## config.mk

```make
export PLATFORM = sky130hd
export DESIGN_NAME = sram_async_ctrl
export DESIGN_NICKNAME = d
export VERILOG_FILES = /design/src/rtl/sram_ctrl_pkg.sv /design/src/rtl/sram_phase_timer.sv /design/src/rtl/sram_seq_fsm.sv /design/src/rtl/sram_data_path.sv /design/src/rtl/sram_async_ctrl.sv
export SDC_FILE = /design/constraint.sdc
export NUM_CORES = 1
export LEC_CHECK = 0
export BUFFER_PORTS_ARGS = -buffer_cell sky130_fd_sc_hd__buf_2
export CAP_MARGIN = 20
export CORE_AREA = 2 2 76 78
export DETAILED_ROUTE_END_ITERATION = 8
export DIE_AREA = 0 0 78 80
export HOLD_SLACK_MARGIN = 0.1
export SYNTH_ARGS = -nofsm -noshare
export SYNTH_HDL_FRONTEND = slang
export SYNTH_SLANG_ARGS = --single-unit
```

## constraint.sdc

```tcl
create_clock -name clk_i -period 2.3 [get_ports clk_i]
set_clock_uncertainty 0.05 [all_clocks]
set_input_delay 0.23 -clock clk_i [delete_from_list [all_inputs] [get_ports clk_i]]
set_output_delay 0.23 -clock clk_i [all_outputs]
set_load 0.05 [all_outputs]
```

## src/rtl/sram_ctrl_pkg.sv

```systemverilog
package sram_ctrl_pkg;

  typedef enum logic [2:0] {
    ST_IDLE,
    ST_SETUP,
    ST_WRITE,
    ST_READ,
    ST_GAP
  } seq_state_e;

  // cycles for a nanosecond span, at least one
  function automatic int ns2cyc(input int ns, input int clk_ns);
    int c;
    c = (ns + clk_ns - 1) / clk_ns;
    return (c < 1) ? 1 : c;
  endfunction

  function automatic int imax(input int a, input int b);
    return (a > b) ? a : b;
  endfunction

endpackage

```

## src/rtl/sram_phase_timer.sv

```systemverilog
module sram_phase_timer #(
  parameter int CNT_W = 4
) (
  input  logic             clk_i,
  input  logic             rst_ni,
  input  logic             load_i,
  input  logic [CNT_W-1:0] load_val_i,
  output logic             last_o
);

  logic [CNT_W-1:0] cnt_q;

  always_ff @(posedge clk_i or negedge rst_ni) begin
    if (!rst_ni)               cnt_q <= '0;
    else if (load_i)           cnt_q <= load_val_i;
    else if (cnt_q != '0)      cnt_q <= cnt_q - 1'b1;
  end

  assign last_o = (cnt_q == CNT_W'(1));

endmodule

```

## src/rtl/sram_seq_fsm.sv

```systemverilog
module sram_seq_fsm
  import sram_ctrl_pkg::*;
#(
  parameter int WR_LEN = 6,
  parameter int RD_LEN = 7,
  parameter int CNT_W  = 4
) (
  input  logic             clk_i,
  input  logic             rst_ni,
  input  logic             req_i,
  input  logic             wr_q_i,
  input  logic             phase_last_i,
  output logic             accept_o,
  output logic             capture_o,
  output logic             load_o,
  output logic [CNT_W-1:0] load_val_o,
  output logic             busy_o,
  output logic             done_o,
  output logic             cs_no,
  output logic             oe_no,
  output logic             we_no,
  output logic             drive_o
);

  seq_state_e state_q, state_d;

  always_comb begin
    state_d = state_q;
    unique case (state_q)
      ST_IDLE:  if (req_i) state_d = ST_SETUP;
      ST_SETUP: state_d = wr_q_i ? ST_WRITE : ST_READ;
      ST_WRITE: if (phase_last_i) state_d = ST_GAP;
      ST_READ:  if (phase_last_i) state_d = ST_GAP;
      ST_GAP:   state_d = ST_IDLE;
      default:  state_d = ST_IDLE;
    endcase
  end

  assign accept_o   = (state_q == ST_IDLE) && req_i;
  assign capture_o  = (state_q == ST_READ) && phase_last_i;
  assign load_o     = (state_q == ST_SETUP);
  assign load_val_o = wr_q_i ? CNT_W'(WR_LEN) : CNT_W'(RD_LEN);
  assign busy_o     = (state_q != ST_IDLE);

  // strobes are flops so the RAM never sees decode glitches
  always_ff @(posedge clk_i or negedge rst_ni) begin
    if (!rst_ni) begin
      state_q <= ST_IDLE;
      cs_no   <= 1'b1;
      oe_no   <= 1'b1;
      we_no   <= 1'b1;
      drive_o <= 1'b0;
      done_o  <= 1'b0;
    end else begin
      state_q <= state_d;
      cs_no   <= !((state_d == ST_WRITE) || (state_d == ST_READ));
      we_no   <= !(state_d == ST_WRITE);
      oe_no   <= !(state_d == ST_READ);
      // drive only once WE has been low for a full cycle
      drive_o <= (state_d == ST_WRITE) && (state_q == ST_WRITE);
      done_o  <= (state_d == ST_GAP);
    end
  end

endmodule

```

## src/rtl/sram_data_path.sv

```systemverilog
module sram_data_path #(
  parameter int ADDR_W = 15,
  parameter int DATA_W = 8
) (
  input  logic              clk_i,
  input  logic              rst_ni,
  input  logic              accept_i,
  input  logic              capture_i,
  input  logic              wr_i,
  input  logic [ADDR_W-1:0] addr_i,
  input  logic [DATA_W-1:0] wdata_i,
  input  logic [DATA_W-1:0] dq_i,
  output logic              wr_q_o,
  output logic [ADDR_W-1:0] addr_o,
  output logic [DATA_W-1:0] wdata_o,
  output logic [DATA_W-1:0] rdata_o
);

  always_ff @(posedge clk_i or negedge rst_ni) begin
    if (!rst_ni) begin
      wr_q_o  <= 1'b0;
      addr_o  <= '0;
      wdata_o <= '0;
    end else if (accept_i) begin
      wr_q_o  <= wr_i;
      addr_o  <= addr_i;
      wdata_o <= wdata_i;
    end
  end

  always_ff @(posedge clk_i or negedge rst_ni) begin
    if (!rst_ni)        rdata_o <= '0;
    else if (capture_i) rdata_o <= dq_i;
  end

endmodule

```

## src/rtl/sram_async_ctrl.sv

```systemverilog
module sram_async_ctrl
  import sram_ctrl_pkg::*;
#(
  parameter int ADDR_W   = 15,
  parameter int DATA_W   = 8,
  parameter int CLK_NS   = 10,
  parameter int T_WP_NS  = 55,
  parameter int T_WC_NS  = 70,
  parameter int T_DW_NS  = 30,
  parameter int T_AA_NS  = 70,
  parameter int T_ACS_NS = 70,
  parameter int T_OE_NS  = 35,
  parameter int T_RC_NS  = 70
) (
  input  logic              clk_i,
  input  logic              rst_ni,
  input  logic              req_i,
  input  logic              req_wr_i,
  input  logic [ADDR_W-1:0] req_addr_i,
  input  logic [DATA_W-1:0] req_wdata_i,
  output logic              busy_o,
  output logic              done_o,
  output logic [DATA_W-1:0] rdata_o,
  output logic [ADDR_W-1:0] mem_addr_o,
  output logic              mem_cs_no,
  output logic              mem_oe_no,
  output logic              mem_we_no,
  input  logic [DATA_W-1:0] mem_dq_i,
  output logic [DATA_W-1:0] mem_dq_o,
  output logic              mem_dq_oe_o
);

  localparam int WR_LEN = imax(imax(ns2cyc(T_WP_NS, CLK_NS), ns2cyc(T_DW_NS, CLK_NS) + 1),
                               ns2cyc(T_WC_NS, CLK_NS) - 1);
  localparam int RD_LEN = imax(imax(ns2cyc(T_AA_NS, CLK_NS), ns2cyc(T_ACS_NS, CLK_NS)),
                               imax(ns2cyc(T_OE_NS, CLK_NS), ns2cyc(T_RC_NS, CLK_NS) - 1));
  localparam int CNT_W  = $clog2(imax(WR_LEN, RD_LEN) + 1);

  logic             accept, capture, load, phase_last, wr_q;
  logic [CNT_W-1:0] load_val;

  sram_phase_timer #(.CNT_W(CNT_W)) u_timer (
    .clk_i      (clk_i),
    .rst_ni     (rst_ni),
    .load_i     (load),
    .load_val_i (load_val),
    .last_o     (phase_last)
  );

  sram_seq_fsm #(.WR_LEN(WR_LEN), .RD_LEN(RD_LEN), .CNT_W(CNT_W)) u_fsm (
    .clk_i        (clk_i),
    .rst_ni       (rst_ni),
    .req_i        (req_i),
    .wr_q_i       (wr_q),
    .phase_last_i (phase_last),
    .accept_o     (accept),
    .capture_o    (capture),
    .load_o       (load),
    .load_val_o   (load_val),
    .busy_o       (busy_o),
    .done_o       (done_o),
    .cs_no        (mem_cs_no),
    .oe_no        (mem_oe_no),
    .we_no        (mem_we_no),
    .drive_o      (mem_dq_oe_o)
  );

  sram_data_path #(.ADDR_W(ADDR_W), .DATA_W(DATA_W)) u_dp (
    .clk_i     (clk_i),
    .rst_ni    (rst_ni),
    .accept_i  (accept),
    .capture_i (capture),
    .wr_i      (req_wr_i),
    .addr_i    (req_addr_i),
    .wdata_i   (req_wdata_i),
    .dq_i      (mem_dq_i),
    .wr_q_o    (wr_q),
    .addr_o    (mem_addr_o),
    .wdata_o   (mem_dq_o),
    .rdata_o   (rdata_o)
  );

endmodule

```

# Word-level counts from Yosys, hierarchy flattened
# Cells that the tools add are included.
# totals
regBits,43
input_bits,35
out_inout_bits,37
wordCells,38
# op_classes
add_sub_neg,1
eq_ne,7
n_mux,7
reduce_logical,12
# op_table
operator,count
$eq 3x2->1 const B,4
$mux 3,4
$pmux 3 s3,1
$eq 3x1->1 const B,2
$reduce_bool 3->1,2
$eq 3x3->1 const B,1
$logic_and 1x1->1,3
$logic_not 1->1,3
$logic_not 3->1,1
$sub 3x1->3 const B,1
$mux 1,2
$reduce_bool 2->1,1
$reduce_or 2->1,1
$logic_or 1x1->1,1

# Depth between registers and ports, before layout
# depth
depth_word,6
ltp_mapped,5
ltp_nobuf,5

# By module
# From an unflattened synthesis, not the netlist that was laid out.
# hier_totals
cells_unflattened,125
area_unflattened_um2,1891.8
# modules_own_cells
mod,instances,cells_per_inst,area_each_um2,seq_area_each_um2
sram_data_path,1,68,1292.5,800.8
sram_seq_fsm,1,35,380.4,203.9
sram_phase_timer,1,22,219.0,75.1

# Worst setup path before layout
# Ideal clock, no wire load.
# synth_timing
kind,register to register
startpoint,reg u_fsm.state_q[0]
endpoint,reg u_dp.addr_o[10]
setup_ps,125
t_arrival_ps,1578
required_time_ps,2125
slack_ps,547
stages_incl_launch_ff,6
path_buffers,2
synth_period_minus_slack_ps,1753
cell_sequence,dfrtp_1 -> buf_6 -> or3_4 -> nor2_8 -> buf_12 -> mux2_4
# synth_between
elab_chain_cells,2
# synth_rtl
element,line_no,rtl
"start, declared",sram_seq_fsm.sv:25,"seq_state_e state_q, state_d;"
"start signal, assigned",sram_seq_fsm.sv:55,state_q <= state_d;
$logic_not 3->1,sram_seq_fsm.sv:39,assign accept_o = (state_q == ST_IDLE) && req_i;
$logic_and 1x1->1,sram_seq_fsm.sv:39,
"end signal, assigned",sram_data_path.sv:26,addr_o <= addr_i;
"end, declared",sram_data_path.sv:14,"output logic [ADDR_W-1:0] addr_o,"
# Every way passes these cells.
# A chain may end at the register's enable or synchronous reset.

# Worst setup path in the final report
# layout_timing
startpoint,reg u_fsm.state_q[1]
endpoint,reg u_dp.addr_o[3]
# Same word-level chain as after synthesis.

==> results.yml <==
finish:
  n_fill_cell: 533
  nNetsFinal: 234
  layout_commonest_cell: "buf_2"
  mostFrequentLayoutCells: "71 x buf_2, 40 x dfrtp_1, 20 x mux2_4"
  layout-drive-gt1-share: 0.609
  antenna_cells_inserted: 0
  layout-area-overhead-vs-synth_pct: 30.6
global_routing:
  grtUsageTotal: 0.114
  grt_start_max_net_pins: 44
  grt_antenna_before_repair: 0
  grt_pass1_wl_um: 5530
  remaining_global_route_overflow: 0
  grt_pass1_vias: 1195
timing:
  final-hold-violation-count: 0
  timing.max_slew.rel_slack: 0.649
  timing_worst_slew_pin_value_ps: 526
  final_max_slew_viol_count: 0
  max_clock_freq_mhz: 568
  timing.final.crit_period_ps: 1760
  setup-tns-final_ps: 0
  min_period_over_period: 0.765
  setup_viol: 0
  rsz0062_at_grt: "no"
setup_path:
  cp_data_required_time_ps: 2430
  cp.buffers_inverters: 1
  crit_start: "u_fsm.state_q[1]"
  worst-r2r-cell-count: 4
  cp_slowest_cell: "dfrtp_1"
  category_of_cells_accounting_for_the_largest_share_of_critical_path_delay: "simple AND/OR/NAND/NOR gates"
  critPathKind: "register to register"
  critical_path_cell_count: 4
  worstReg2RegEnd: "u_dp.addr_o[3]"
  critPathCapture: "u_dp.addr_o[3]"
  critical_path.reg2reg.startpoint: "u_fsm.state_q[1]"
  crit_path_cell_trace: "or3_4, nor2_8, buf_12, mux2_2"
  worstSetupEndpointType: "register"
  worstSetupStartpointType: "register"
  reg2reg_setup_slack_ps: 540
  crit_path_max_fanout: 24
  cpPeakStageDelay_ps: 480
  data_arrival_at_the_endpoint_of_the_critical_path_ps: 1890
die:
  pin_count: 72
  coreArea_mm2: 0.00541
  die_area_mm2: 0.00624
  initial_utilization: 0.341
  die_height_um: 80
  die_x_um: 78
  floorplan.rows: 27
route:
  routed_wire_length_um: 3360
  dr.max_layer_used: "met4"
  met3WireLength_um: 241
  number_of_drc_violations_after_detailed_routing_iteration_0: 55
  detail_route.first_pass.iterations: 4
  drt-wirelength-per-cell_um: 12.5
  drt.antenna.violating_nets: 0
  detailroute.wirelength.met2_um: 1560
  met1_length_um: 1510
  post_detailed_route_via_to_cell_ratio: 4.39
  post-route-drc-count: 0
  total_number_of_vias: 1182
synth:
  synth.ff_latch_count: 43
  yosysUniqueCellTypes: 28
  yosys_warnings: 0
  postSynthAreaPerCell_um2: 15.8
  synth_fp_nets: 155
  mappedNetlistArea_mm2: 0.00185
  synth_sequential_area_ratio: 0.585
  syn_inst: 117
cts:
  numCtsBuffers: 5
  path_clk_slew_ps: 80
  cts_tree: "built"
  htree_levels: 2
  root_buffer: "clkbuf_8"
  cts-resized-gates: 0
  clock_tree.buffer_depth: 2
  postCtsSetupBuffers: 0
  post_cts_hold_buffer_count: 3
  clkSinkCount: 43
  clkLatencyLatePin_ps: 290
outcome:
  run_status: "finished, final reports clean"
placement:
  buffer_ports.inserted: 71
  post-dp-hpwl_um: 2350
  globalplace.congestion: 0.713
run:
  drv.max_cap_violation_count: 0
min_path:
  hold_wc_path_type: "input port to register"
-- synth_stat cells (all sizes together) --
| master | instances | area (um^2) |
|---|---|---|
| mux2 | 32 | 435 |
| a21oi | 2 | 10.0 |
| nand3b | 2 | 15.0 |
| nand2 | 4 | 15.0 |
| a21o | 2 | 15.0 |
| dfrtp | 40 | 1000 |
| o21a | 1 | 7.51 |
| nand3 | 1 | 5.00 |
| and4bb | 1 | 12.5 |
| mux2i | 2 | 20.0 |
| nor4bb | 1 | 10.0 |
| buf | 4 | 56.3 |
| inv | 3 | 11.3 |
| or3 | 1 | 11.3 |
| o211ai | 1 | 7.51 |
| or3b | 1 | 8.76 |
| ha | 3 | 37.5 |
| nor2b | 2 | 12.5 |
| nor2 | 4 | 31.3 |
| dfstp | 3 | 78.8 |
| nor3 | 1 | 5.00 |
| nand2b | 4 | 25.0 |
| o21ai | 1 | 5.00 |
| xnor2 | 1 | 8.76 |
-- layout make-up --
class / count / area, um^2 / share of cell area
Clock buffer: 6 / 82.6 / 0.0343
Sequential cell: 43 / 1080 / 0.448
Timing Repair Buffer: 76 / 413 / 0.171
Multi-Input combinational cell: 67 / 698 / 0.290
Inverter: 3 / 11.3 / 0.00467
Tap cell: 72 / 90.1 / 0.0374
Clock inverter: 2 / 35.0 / 0.0145
-- logic make-up (layout without fill, tap and decap cells) --
logic type | Yosys count | after routing | share of synthesized area
and+or+nand+nor | 22 | 22 | 0.0820
adders and majority gates | 3 | 3 | 0.0203
buffers and inverters | 7 | 87 | 0.0366
AOI/OAI and AO/OA | 7 | 7 | 0.0244
muxes | 34 | 34 | 0.247
xor gates and xnor gates | 1 | 1 | 0.00475
DFF | 43 | 43 | 0.585
-- worst register-to-register path, stage by stage, from the launching register on --
cell and delay, ps:
dfrtp_1 480, or3_4 460, nor2_8 100, buf_12 200
mux2_2 360
-- per-stage QoR --
| stage | std cells | util | worst slack (ps) | hold slack, ps | instance area (um^2) |
|---|---|---|---|---|---|
| floorplan | 117 | - | 547 | -116 | 1850 |
| global placement | 258 | 0.419 | 565 | 288 | 2260 |
| detailed placement | 258 | 0.419 | 529 | 291 | 2260 |
| CTS | 269 | 0.446 | 516 | 101 | 2410 |
| global route | 269 | 0.446 | 465 | 104 | 2410 |
| finish | 269 | 0.446 | 540 | 116 | 2410 |
-- worst min path at each step --
stage / depth (start not counted) / end / slack, ps / startpoint
after detailed placement: 2 / u_dp.addr_o[1] / 290 / rst_ni
after floorplan: 0 / u_dp.addr_o[0] / -120 / rst_ni
after CTS: 2 / u_dp.addr_o[0] / 100 / req_addr_i[0]
final: 2 / u_dp.rdata_o[4] / 120 / mem_dq_i[4]
after global routing: 2 / u_dp.addr_o[4] / 100 / req_addr_i[4]
after global placement: 2 / u_dp.addr_o[1] / 290 / rst_ni
-- layer usage --
metal / up-vias / global-route usage
met5: - / 0
met4: 0 / 0.0421
met3: 6 / 0.0362
met2: 41 / 0.189
met1: 577 / 0.140
li1: 558 / -
-- state kept, by name (all words and copies together) (netlist names), 3 cells and up --
signal,flops
u_dp.addr_o,15
u_dp.wdata_o,8
u_timer.cnt_q,3
u_fsm.state_q,3
u_dp.rdata_o,8
Power is left out: the tool's default activity adds up to more than one toggle a clock period on the data nets, which glitch-free logic cannot reach.
